--- config.mk ---
export PLATFORM = sky130hd
export DESIGN_NAME = pix_mix_unit
export DESIGN_NICKNAME = d
export VERILOG_FILES = /design/src/rtl/pix_mix_pkg.sv /design/src/rtl/pix_mix_cfg.sv /design/src/rtl/pix_mix_srcsel.sv /design/src/rtl/pix_mix_alu.sv /design/src/rtl/pix_mix_unit.sv
export SDC_FILE = /design/constraint.sdc
export NUM_CORES = 1
export LEC_CHECK = 0
export CORE_ASPECT_RATIO = 0.9
export CORE_MARGIN = 1.5
export CORE_UTILIZATION = 56
export CTS_CLUSTER_DIAMETER = 200
export CTS_CLUSTER_SIZE = 30
export DETAILED_ROUTE_END_ITERATION = 6
export PLACE_DENSITY = 0.93
export RECOVER_POWER = 100
export SLEW_MARGIN = 20
export SYNTH_ARGS = -nofsm -noshare
export SYNTH_HDL_FRONTEND = slang
export SYNTH_HIERARCHICAL = 1
export SYNTH_SLANG_ARGS = --single-unit
--- constraint.sdc ---
create_clock -name clk -period 3.5 [get_ports clk]
set_input_delay 0.7 -clock clk [delete_from_list [all_inputs] [get_ports clk]]
set_output_delay 0.7 -clock clk [all_outputs]
set_load 0.005 [all_outputs]
--- src/rtl/pix_mix_pkg.sv ---
`timescale 1ns/1ps
package pix_mix_pkg;
  localparam logic [2:0] ADDR_FG   = 3'd0;
  localparam logic [2:0] ADDR_BG   = 3'd1;
  localparam logic [2:0] ADDR_MASK = 3'd2;
  localparam logic [2:0] ADDR_CTRL = 3'd3;
  localparam logic [2:0] ADDR_FILL = 3'd4;

  localparam logic [1:0] FGS_COLOR = 2'd0;
  localparam logic [1:0] FGS_HOST  = 2'd1;
  localparam logic [1:0] FGS_BLIT  = 2'd2;

  localparam logic [3:0] MIX_DST = 4'd0;
  localparam logic [3:0] MIX_SRC = 4'd1;
  localparam logic [3:0] MIX_XOR = 4'd2;

  typedef struct packed {
    logic [3:0] bg_mix;
    logic [3:0] fg_mix;
    logic       mono_host;
    logic [1:0] fg_src;
  } mix_ctrl_t;

  localparam mix_ctrl_t CTRL_RESET = '{bg_mix: MIX_DST, fg_mix: MIX_SRC,
                                       mono_host: 1'b0, fg_src: FGS_COLOR};
endpackage

--- src/rtl/pix_mix_cfg.sv ---
`timescale 1ns/1ps
module pix_mix_cfg
  import pix_mix_pkg::*;
#(
  parameter int PIX_W      = 32,
  parameter int LANE_W     = 8,
  parameter int FILL_LANES = 3
) (
  input  logic             clk,
  input  logic             rst_n,
  input  logic             we,
  input  logic [2:0]       addr,
  input  logic [PIX_W-1:0] wdata,
  output logic [PIX_W-1:0] fg_color,
  output logic [PIX_W-1:0] bg_color,
  output logic [PIX_W-1:0] wr_mask,
  output mix_ctrl_t        ctrl
);
  localparam int LANES = PIX_W / LANE_W;
  localparam int FILL_TOP = FILL_LANES * LANE_W;

  logic [PIX_W-1:0] fill_word;

  // Replicate the fill byte into the low lanes; upper lanes read zero.
  for (genvar g = 0; g < LANES; g++) begin : g_lane
    if (g < FILL_LANES) begin : g_rep
      assign fill_word[g*LANE_W +: LANE_W] = wdata[LANE_W-1:0];
    end else begin : g_zero
      assign fill_word[g*LANE_W +: LANE_W] = '0;
    end
  end

  always_ff @(posedge clk) begin
    if (!rst_n) begin
      fg_color <= '1;
      bg_color <= '0;
      wr_mask  <= '1;
      ctrl     <= CTRL_RESET;
    end else if (we) begin
      case (addr)
        ADDR_FG:   fg_color <= wdata;
        ADDR_BG:   bg_color <= wdata;
        ADDR_MASK: wr_mask  <= wdata;
        ADDR_CTRL: ctrl     <= mix_ctrl_t'({wdata[11:4], wdata[2:0]});
        ADDR_FILL: fg_color <= fill_word;
        default: ;
      endcase
    end
  end

  // fill write leaves replicated lanes and zero upper bits
  a_r9_fill_replicate: assert property (@(posedge clk) disable iff (!rst_n)
    (we && addr == ADDR_FILL) |=>
      (fg_color[LANE_W-1:0] == $past(wdata[LANE_W-1:0])) &&
      (fg_color[2*LANE_W-1:LANE_W] == fg_color[LANE_W-1:0]) &&
      (fg_color[PIX_W-1:FILL_TOP] == '0));
endmodule

--- src/rtl/pix_mix_srcsel.sv ---
`timescale 1ns/1ps
module pix_mix_srcsel
  import pix_mix_pkg::*;
#(
  parameter int PIX_W = 32
) (
  input  mix_ctrl_t        ctrl,
  input  logic [PIX_W-1:0] fg_color,
  input  logic [PIX_W-1:0] bg_color,
  input  logic             px_mono,
  input  logic [PIX_W-1:0] px_host,
  input  logic [PIX_W-1:0] px_blit,
  output logic             sel_fg,
  output logic [PIX_W-1:0] src_val,
  output logic [3:0]       mix_code
);
  logic [PIX_W-1:0] fg_src_val;

  always_comb begin
    case (ctrl.fg_src)
      FGS_HOST: fg_src_val = px_host;
      FGS_BLIT: fg_src_val = px_blit;
      default:  fg_src_val = fg_color;
    endcase
  end

  assign sel_fg   = ctrl.mono_host ? px_mono : 1'b1;
  assign src_val  = sel_fg ? fg_src_val : bg_color;
  assign mix_code = sel_fg ? ctrl.fg_mix : ctrl.bg_mix;
endmodule

--- src/rtl/pix_mix_alu.sv ---
`timescale 1ns/1ps
module pix_mix_alu
  import pix_mix_pkg::*;
#(
  parameter int PIX_W = 32
) (
  input  logic [3:0]       mix_code,
  input  logic [PIX_W-1:0] src,
  input  logic [PIX_W-1:0] dst,
  input  logic [PIX_W-1:0] mask,
  output logic             mix_undef,
  output logic [PIX_W-1:0] result
);
  function automatic logic [PIX_W-1:0] mix_fn(input logic [3:0] code,
                                              input logic [PIX_W-1:0] s,
                                              input logic [PIX_W-1:0] d);
    case (code)
      MIX_SRC: return s;
      MIX_XOR: return d ^ s;
      default: return d;
    endcase
  endfunction

  function automatic logic [PIX_W-1:0] merge_fn(input logic [PIX_W-1:0] m,
                                                input logic [PIX_W-1:0] d,
                                                input logic [PIX_W-1:0] k);
    return (m & k) | (d & ~k);
  endfunction

  assign mix_undef = (mix_code != MIX_SRC) && (mix_code != MIX_XOR);
  assign result    = merge_fn(mix_fn(mix_code, src, dst), dst, mask);
endmodule

--- src/rtl/pix_mix_unit.sv ---
`timescale 1ns/1ps
module pix_mix_unit
  import pix_mix_pkg::*;
#(
  parameter int PIX_W      = 32,
  parameter int LANE_W     = 8,
  parameter int FILL_LANES = 3
) (
  input  logic             clk,
  input  logic             rst_n,
  input  logic             cfg_we,
  input  logic [2:0]       cfg_addr,
  input  logic [PIX_W-1:0] cfg_wdata,
  input  logic             px_valid,
  input  logic             px_mono,
  input  logic [PIX_W-1:0] px_host,
  input  logic [PIX_W-1:0] px_blit,
  input  logic [PIX_W-1:0] px_dst,
  output logic             out_valid,
  output logic [PIX_W-1:0] out_pixel
);
  logic [PIX_W-1:0] fg_color, bg_color, wr_mask;
  mix_ctrl_t        ctrl;
  logic             sel_fg;
  logic [PIX_W-1:0] src_val;
  logic [3:0]       mix_code;
  logic             mix_undef;
  logic [PIX_W-1:0] result;

  pix_mix_cfg #(.PIX_W(PIX_W), .LANE_W(LANE_W), .FILL_LANES(FILL_LANES)) cfg_i (
    .clk(clk), .rst_n(rst_n), .we(cfg_we), .addr(cfg_addr), .wdata(cfg_wdata),
    .fg_color(fg_color), .bg_color(bg_color), .wr_mask(wr_mask), .ctrl(ctrl)
  );

  pix_mix_srcsel #(.PIX_W(PIX_W)) sel_i (
    .ctrl(ctrl), .fg_color(fg_color), .bg_color(bg_color), .px_mono(px_mono),
    .px_host(px_host), .px_blit(px_blit), .sel_fg(sel_fg), .src_val(src_val),
    .mix_code(mix_code)
  );

  pix_mix_alu #(.PIX_W(PIX_W)) alu_i (
    .mix_code(mix_code), .src(src_val), .dst(px_dst), .mask(wr_mask),
    .mix_undef(mix_undef), .result(result)
  );

  always_ff @(posedge clk) begin
    if (!rst_n) begin
      out_valid <= 1'b0;
      out_pixel <= '0;
    end else begin
      out_valid <= px_valid;
      if (px_valid) out_pixel <= result;
    end
  end

  // one-cycle valid pipeline
  a_r1_valid_follows: assert property (@(posedge clk) disable iff (!rst_n)
    px_valid |=> out_valid);
  a_r1_idle_follows: assert property (@(posedge clk) disable iff (!rst_n)
    !px_valid |=> !out_valid);
  // output held while idle
  a_r2_hold: assert property (@(posedge clk) disable iff (!rst_n)
    !px_valid |=> $stable(out_pixel));
  // masked-off bits carry the old destination
  a_r6_mask_keeps_dst: assert property (@(posedge clk) disable iff (!rst_n)
    px_valid |=> ((out_pixel ^ $past(px_dst)) & ~$past(wr_mask)) == '0);
  // undefined or destination mix codes pass destination through
  a_r5_undef_is_dst: assert property (@(posedge clk) disable iff (!rst_n)
    (px_valid && mix_undef) |=> out_pixel == $past(px_dst));
  // foreground path chosen whenever mono is forced to one
  a_r3_forced_fg: assert property (@(posedge clk) disable iff (!rst_n)
    (px_valid && !ctrl.mono_host && ctrl.fg_mix == MIX_SRC && wr_mask == '1 &&
     ctrl.fg_src == FGS_HOST) |=> out_pixel == $past(px_host));
endmodule

## Word-level counts from Yosys, hierarchy flattened

Index checks and enable logic that the tools add are counted.

- Register bits after elaboration: 140
- Latch bits: 0
- Bits in writable memories: 0
- Memory bits (read-only): 0
- Input bits: 136
- Output and inout port bits: 33
- Word-level logic and storage cells: 34
- Memories kept: 0

- $add $sub $neg: 0
- Multipliers: 0
- Divide/modulo/power cells: 0
- $lt $le $gt $ge: 0
- Equal/unequal tests: 8
- Shifts and indexed selects: 0
- Mux-type cells: 6
- Bitwise logic cells: 5
- Reduce and logical (&&, ||, !) cells: 6

Operator list:

| kind | count |
|---|---|
| one-hot mux 32 bit (2 select lines) | 3 |
| AND 32 bit | 2 |
| two-way mux 32 bit | 1 |
| inverter 32 bit | 1 |
| OR 32 bit | 1 |
| XOR 32 bit | 1 |
| AND reduction 2 bit | 4 |
| equality test 3 x 2 -> 1 bit, second input constant | 2 |
| equality test 4 x 1 -> 1 bit, second input constant | 1 |
| equality test 4 x 2 -> 1 bit, second input constant | 1 |
| two-way mux 4 bit | 1 |
| equality test 3 x 1 -> 1 bit, second input constant | 1 |
| equality test 3 bit, second input constant | 1 |
| zero test 3 bit | 1 |
| equality test 2 x 1 -> 1 bit, second input constant | 1 |
| equality test 2 bit, second input constant | 1 |
| nonzero test 2 bit | 1 |
| two-way mux 1 bit | 1 |

## Longest topological paths before layout

Gate-level depths: netlist (run 1).

- Depth in word-level cells: 7
- Depth in mapped cells: 11
- Depth with buffers taken out: 9

## Hierarchy

Netlist (run 1), hierarchy kept.

By module, submodules not included:

| module | times used | cells an instance | area each (um^2) | sequential area each (um^2) |
|---|---|---|---|---|
| pix_mix_cfg | 1 | 457 | 3908.7 | 2142.1 |
| pix_mix_alu | 1 | 221 | 1799.2 | 0.0 |
| pix_mix_srcsel | 1 | 162 | 1363.8 | 0.0 |
| pix_mix_unit | 1 | 105 | 1270.0 | 660.6 |

## Worst setup path after synthesis (run 1)

No wires, ideal clock.

- Path kind: input to register
- Start: input port px_mono
- End: register out_pixel[29]
- Setup time: 0.116 ns
- Data arrival time: 2.220 ns
- Required time: 3.384 ns
- Setup slack: 1.164 ns
- Stages on the path: 10
- Path buffers: 3
- Cells stage by stage: nor2b_4 buf_6 mux2_1 or2_1 buf_4 buf_4 a21oi_1 nor4_2 mux2i_1 nor2b_1

- Longest elaborated chain between the ends: 6
- Elaborated cells between the ends (all ways): 9
- Those cells by class: eq/ne: 2; mux: 4; bitwise: 3

Ends and longest elaborated chain:

| item | RTL line | RTL |
|---|---|---|
| from (decl) | pix_mix_unit.sv:15 | `input logic px_mono,` |
| two-way mux 1 bit (*) | pix_mix_srcsel.sv:27 | `assign sel_fg = ctrl.mono_host ? px_mono : 1'b1;` |
| two-way mux 4 bit (*) | pix_mix_srcsel.sv:29 | `assign mix_code = sel_fg ? ctrl.fg_mix : ctrl.bg_mix;` |
| net mix_code[0] | pix_mix_unit.sv:26 | `logic [3:0] mix_code;` |
| equality test 4 x 2 -> 1 bit or equality test 4 x 1 -> 1 bit (tied branches) | pix_mix_alu.sv:17 | `case (code)` |
| one-hot mux 32 bit (2 select lines) (*) | pix_mix_alu.sv:17 |  |
| AND 32 bit (*) | pix_mix_alu.sv:27 | `return (m & k) \| (d & ~k);` |
| OR 32 bit (*) | pix_mix_alu.sv:27 |  |
| net result[29] | pix_mix_unit.sv:28 | `logic [PIX_W-1:0] result;` |
| to (signal assigned) | pix_mix_unit.sv:52 | `if (px_valid) out_pixel <= result;` |
| to (decl) | pix_mix_unit.sv:20 | `output logic [PIX_W-1:0] out_pixel` |

The timed path passes the listed nets; every way through them passes the cells marked *.
A chain may end at the register's enable or synchronous reset.

## Worst setup path in the final report (run 1)

Same ends and word-level chain as after synthesis.

==> results.yml, run 1 <==
setup_path:
  cpMostUsedCell: "buf_4"
  cp-end-kind: "flip-flop"
  crit_arrival_ns: 3.62
  crit_slowest_cell: "dlygate4sd3_1"
  cp_max_fo: 36
  cp.required_ns: 3.87
  slowest_delay_ns: 0.62
  cp_cell_sequence: "dlygate4sd3_1 > nor2b_4 > buf_4 > mux2_1 > nor2_4 > buf_4 > a21oi_1 > nor4_1 > mux2i_1 > nor2b_1"
  start_kind: "primary input"
  path_class: "in -> reg"
placement:
  placed_cells: 1238
  port_buffers: 168
  gp_congestion: 0.8813
  dpl.hpwl_mm: 16.65
clocking:
  clk_root_buffer_cell: "clkbuf_16"
  clk_pin_slew_worst_paths_ns: 0.06
  cts_resized: 0
  cts_buffer_depth: 2
  cts_setup_buffers: 0
  postCtsHoldBufs: 0
  cts_sinks: 140
  cts_buffers: 17
  cts_max_level: 4
  cts_tree: "done"
  insertion_delay_ns: 0.44
logic_synthesis:
  yosys_warnings: 6
  avgSynthCellArea_sq_um: 8.837
  netlist_area_sq_mm: 0.008333
  syn-num-nets: 1081
  syn_inst: 943
routing:
  antenna_left: 0
  drtPass1Iterations: 7
  totalWireLength_mm: 25.87
  via_per_inst: 6.307
  vias: 8004
  dr.first_iter.drc_count: 841
  wl_per_cell_microns: 20.39
  drc: 1
power_and_ir_drop:
  power.density_mw_per_mm2: 433.5
  p_leak_nw: 4.085
  peakVddDrop_mv: 0.4406
job:
  max_cap_violations: 2
timing:
  whs_ns: 0.4703
  setup-tns-final_ns: 0
  tightest_slew_ns: 2.360
  slew_violations: 141
  skew_ns: 0.005401
  rsz0062_at_grt: "no"
  min_period_over_period: 0.9294
  min_period_ns: 3.253
  fmax_mhz: 307.4
  relSlewSlack: -0.5736
  setup_viol: 0
  finalHoldViolations: 0
cells_and_area:
  final_cells: 1269
  drive_gt1_frac: 0.1232
  multi_input_area_sq_mm: 0.004861
  fin_nets: 1197
  synthToLayoutAreaGrowth_pct: 24.97
  n_antenna_cell: 0
  seqCellArea_sq_mm: 0.002803
  nFillCells: 1049
outcome:
  outcome: "finished with violations"
  violations: "design-rule violations, max-capacitance violations, max-slew violations"
global_route:
  grt-ovfl-total: 0
  grt_max_degree: 124
  grt_pass1_wl_mm: 40.61
  antenna_found_initial: 0
  grt_pass1_vias: 7772
  grt_usage: 0.3299
die:
  initial_utilization: 0.5704
  ioPinCount: 169
  core_sq_mm: 0.01461
  die_y_microns: 118.7
  die-area_sq_mm: 0.01562
  num_rows: 42
  fp.dieW_microns: 131.6
min_path:
  hp-class: "reg -> reg"
-- cell type report --
type	count	area share
clock buffers	19	0.04157
clock inverters	12	0.01886
inverters	10	0.003604
multi-input cells	700	0.4668
flip-flops and latches	140	0.2691
well taps	198	0.02379
repair buffers	190	0.1763
-- sequential cells by signal (all words and copies together), names as in the netlist --
name	cells
out_pixel	32
cfg_i/fg_color	32
cfg_i/bg_color	32
cfg_i/ctrl	11
cfg_i/wr_mask	32
out_valid	1
-- worst max-delay path, delay by kind of cell --
kind,cells,cell delay [ns]
AO/OA/AOI/OAI,1,0.11
AND/OR/NAND/NOR,4,0.94
multiplexers,2,0.55
buffers and inverters,3,1.30
-- power breakdown --
part	switching (mW)	leakage (nW)	internal, mW
combinational	0.390	2.64	0.431
clock	0.709	0.299	1.25
sequential	0.0498	1.15	1.68
total	1.15	4.08	3.37
-- cells in the final DEF (no fill, tap or decap), types with 20 or more instances in the layout --
cell,n
clkdlybuf4s50_1,131
a21oi_2,20
and4_1,32
and4b_1,32
mux2i_1,33
nand3b_1,32
nor2b_1,80
dlygate4sd3_1,35
nand3_1,74
o21ai_0,43
o31ai_2,26
a221oi_1,32
and2_1,24
nor4_2,24
a21oi_1,44
nand2_1,130
dfxtp_1,140
-- final timing paths --
kind,from,end,slack (ns),cells past startpoint
hold reg to reg,cfg_i/bg_color[22],cfg_i/bg_color[22],0.47,2
setup reg to reg,cfg_i/ctrl[0],out_pixel[12],0.33,10
hold / removal,cfg_i/bg_color[22],cfg_i/bg_color[22],0.47,2
setup / recovery,px_mono,out_pixel[29],0.25,10
-- routing by layer --
layer | routed length [microns] | part of all wire | GRT usage
met3 | 2632 | 0.10 | 0.1077
met4 | 1042 | 0.040 | 0.1660
met2 | 11810 | 0.46 | 0.5145
met1 | 10390 | 0.40 | 0.4086
met5 | 0 | 0 | 0
-- metrics by stage --
step	instance area [sq um]	utilization	total power, mW	worst slack, ns
final	10410	0.7128	4.515	0.2470
after CTS	10520	0.7202	4.535	0.4917
after floorplan	8333	-	2.227	1.164
after global routing	10410	0.7128	4.650	0.1763
after detailed placement	9892	0.6771	2.587	0.06652
after global placement	9887	0.6768	2.558	0.09600
(Power assumes the default switching activity.)
==> run 2, diff against run 1 <==
--- a/config.mk
+++ b/config.mk
@@ -13,6 +13,7 @@
 export DETAILED_ROUTE_END_ITERATION = 6
 export PLACE_DENSITY = 0.93
 export RECOVER_POWER = 100
+export REMOVE_ABC_BUFFERS = 1
 export SLEW_MARGIN = 20
 export SYNTH_ARGS = -nofsm -noshare
 export SYNTH_HDL_FRONTEND = slang
==> run 2 against run 1 <==
- flip-flop and latch count unchanged
- largest power group unchanged
- highest routed layer unchanged
- the flow finishes with violations (max-capacitance violations, max-slew violations)
- worst hold slack about the same
- worst setup slack improved by 0.12 ns
- via count shrank 1.4%
==> results.yml, run 2 (synthesis gave the netlist of run 1 again) <==
die:
  core_sq_mm: 0.01461
  fp.dieW_microns: 131.6
  die_y_microns: 118.7
  initial_utilization: 0.5704
  num_rows: 42
  ioPinCount: 169
  die-area_sq_mm: 0.01562
global_route:
  grt_max_degree: 124
  grt_pass1_wl_mm: 38.97
  grt_usage: 0.3102
  grt-ovfl-total: 0
  grt_pass1_vias: 7696
  antenna_found_initial: 0
timing:
  setup_ws_ns: 0.3692
  fmax_mhz: 319.4
  slew_violations: 124
  finalHoldViolations: 0
  setup_viol: 0
  tightest_slew_ns: 2.307
  rsz0062_at_grt: "no"
  min_period_ns: 3.131
  relSlewSlack: -0.5382
  whs_ns: 0.4704
  skew_ns: 0.006986
  min_period_over_period: 0.8945
clocking:
  cts_setup_buffers: 0
  cts_sinks: 140
  cts_resized: 0
  clk_pin_slew_worst_paths_ns: 0.06
  postCtsHoldBufs: 0
  cts_buffers: 17
  clk_root_buffer_cell: "clkbuf_16"
  cts_tree: "done"
  insertion_delay_ns: 0.42
  cts_buffer_depth: 2
  cts_max_level: 4
routing:
  drtPass1Iterations: 5
  dr.first_iter.drc_count: 628
  wl_per_cell_microns: 19.07
  via_per_inst: 6.212
  antenna_left: 0
  vias: 7895
  drc: 0
  totalWireLength_mm: 24.24
setup_path:
  reg2reg_slack_ns: 0.51
  reg2reg_to: "out_pixel[2]"
  crit_arrival_ns: 3.26
  cp_max_fo: 123
  path_class: "in -> reg"
  worstReg2RegStart: "cfg_i/ctrl[1]"
  reg2regPathDepth: 10
  cp.required_ns: 3.63
  cp-end-kind: "flip-flop"
  start_kind: "primary input"
power_and_ir_drop:
  power.density_mw_per_mm2: 436.6
  total_power_mw: 4.505
  peakVddDrop_mv: 0.3551
  p_leak_nw: 4.084
cells_and_area:
  mostFrequentLayoutCell: "dfxtp_1"
  synthToLayoutAreaGrowth_pct: 23.83
  drive_gt1_frac: 0.1053
  fin_nets: 1199
  n_antenna_cell: 0
  nFillCells: 1150
  final_cell_mix: "dfxtp_1, clkdlybuf4s50_1, nand2_1"
  fin_area_sq_mm: 0.01032
min_path:
  whs_endpoint: "cfg_i/bg_color[20]"
  hold_start: "cfg_i/bg_color[20]"
  min_path_cells: 2
  hp-class: "reg -> reg"
placement:
  placed_cell_area_sq_mm: 0.009940
  dpl.hpwl_mm: 15.45
  pre_cts_ws_ns: 0.3148
  gp_congestion: 0.8357
  port_buffers: 168
outcome:
  violations: "max-capacitance violations, max-slew violations"
  outcome: "finished with violations"
job:
  max_cap_violations: 1
## run 2: cell count changes in the layout (fill, tap and decap cells not counted), sizes merged
cell,delta
clkinvlp,-3
clkinv,-2
buf,+6
clkbuf,+2
dlygate4sd3,-1
## run 2: metrics by stage
| stage | std cells | util | TNS [ns] |
|---|---|---|---|
| 3_3_place_gp | 1240 | 0.6804 | 0 |
| 4_1_cts | 1271 | 0.7243 | 0 |
| 5_1_grt | 1271 | 0.7063 | 0 |
| 6_report | 1271 | 0.7063 | 0 |
| 2_1_floorplan | 850 | - | -11.05 |
| 3_5_place_dp | 1240 | 0.6804 | 0 |
## run 2: where the power goes
part / total (mW) / internal, mW / leakage, nW / switching, mW
sequential: 1.73 / 1.68 / 1.15 / 0.0454
clock: 1.99 / 1.32 / 0.314 / 0.676
combinational: 0.786 / 0.420 / 2.62 / 0.365
## run 2: area by class of cell
type	count	area, sq um	area share
clock buffers	24	481.7	0.04668
repair buffers	192	1866	0.1808
well taps	198	247.7	0.02401
multi-input cells	700	4723	0.4577
clock inverters	7	160.2	0.01552
flip-flops and latches	140	2803	0.2716
inverters	10	37.54	0.003638
## run 2: worst max-delay path by stage
stage,to,start,slack [ns]
final,cfg_i/fg_color[25],rst_n,0.37
after global routing,cfg_i/fg_color[24],rst_n,0.19
after CTS,out_pixel[2],cfg_i/ctrl[1],0.63
after detailed placement,out_pixel[13],px_mono,0.31
after global placement,out_pixel[14],px_mono,0.37
after floorplan,out_pixel[1],cfg_i/ctrl[2],-0.37
## run 2: critical path: stages
cell and delay, ns:
buf_4 0.33, clkbuf_2 1.72, o311ai_0 0.47
## run 2: layer usage
metal	track usage	vias up	part of all wire
met4	0.1118	0	0.019
met2	0.5201	350	0.48
li1	-	3695	-
met5	0	-	0
met3	0.06950	33	0.076
met1	0.3916	3817	0.43
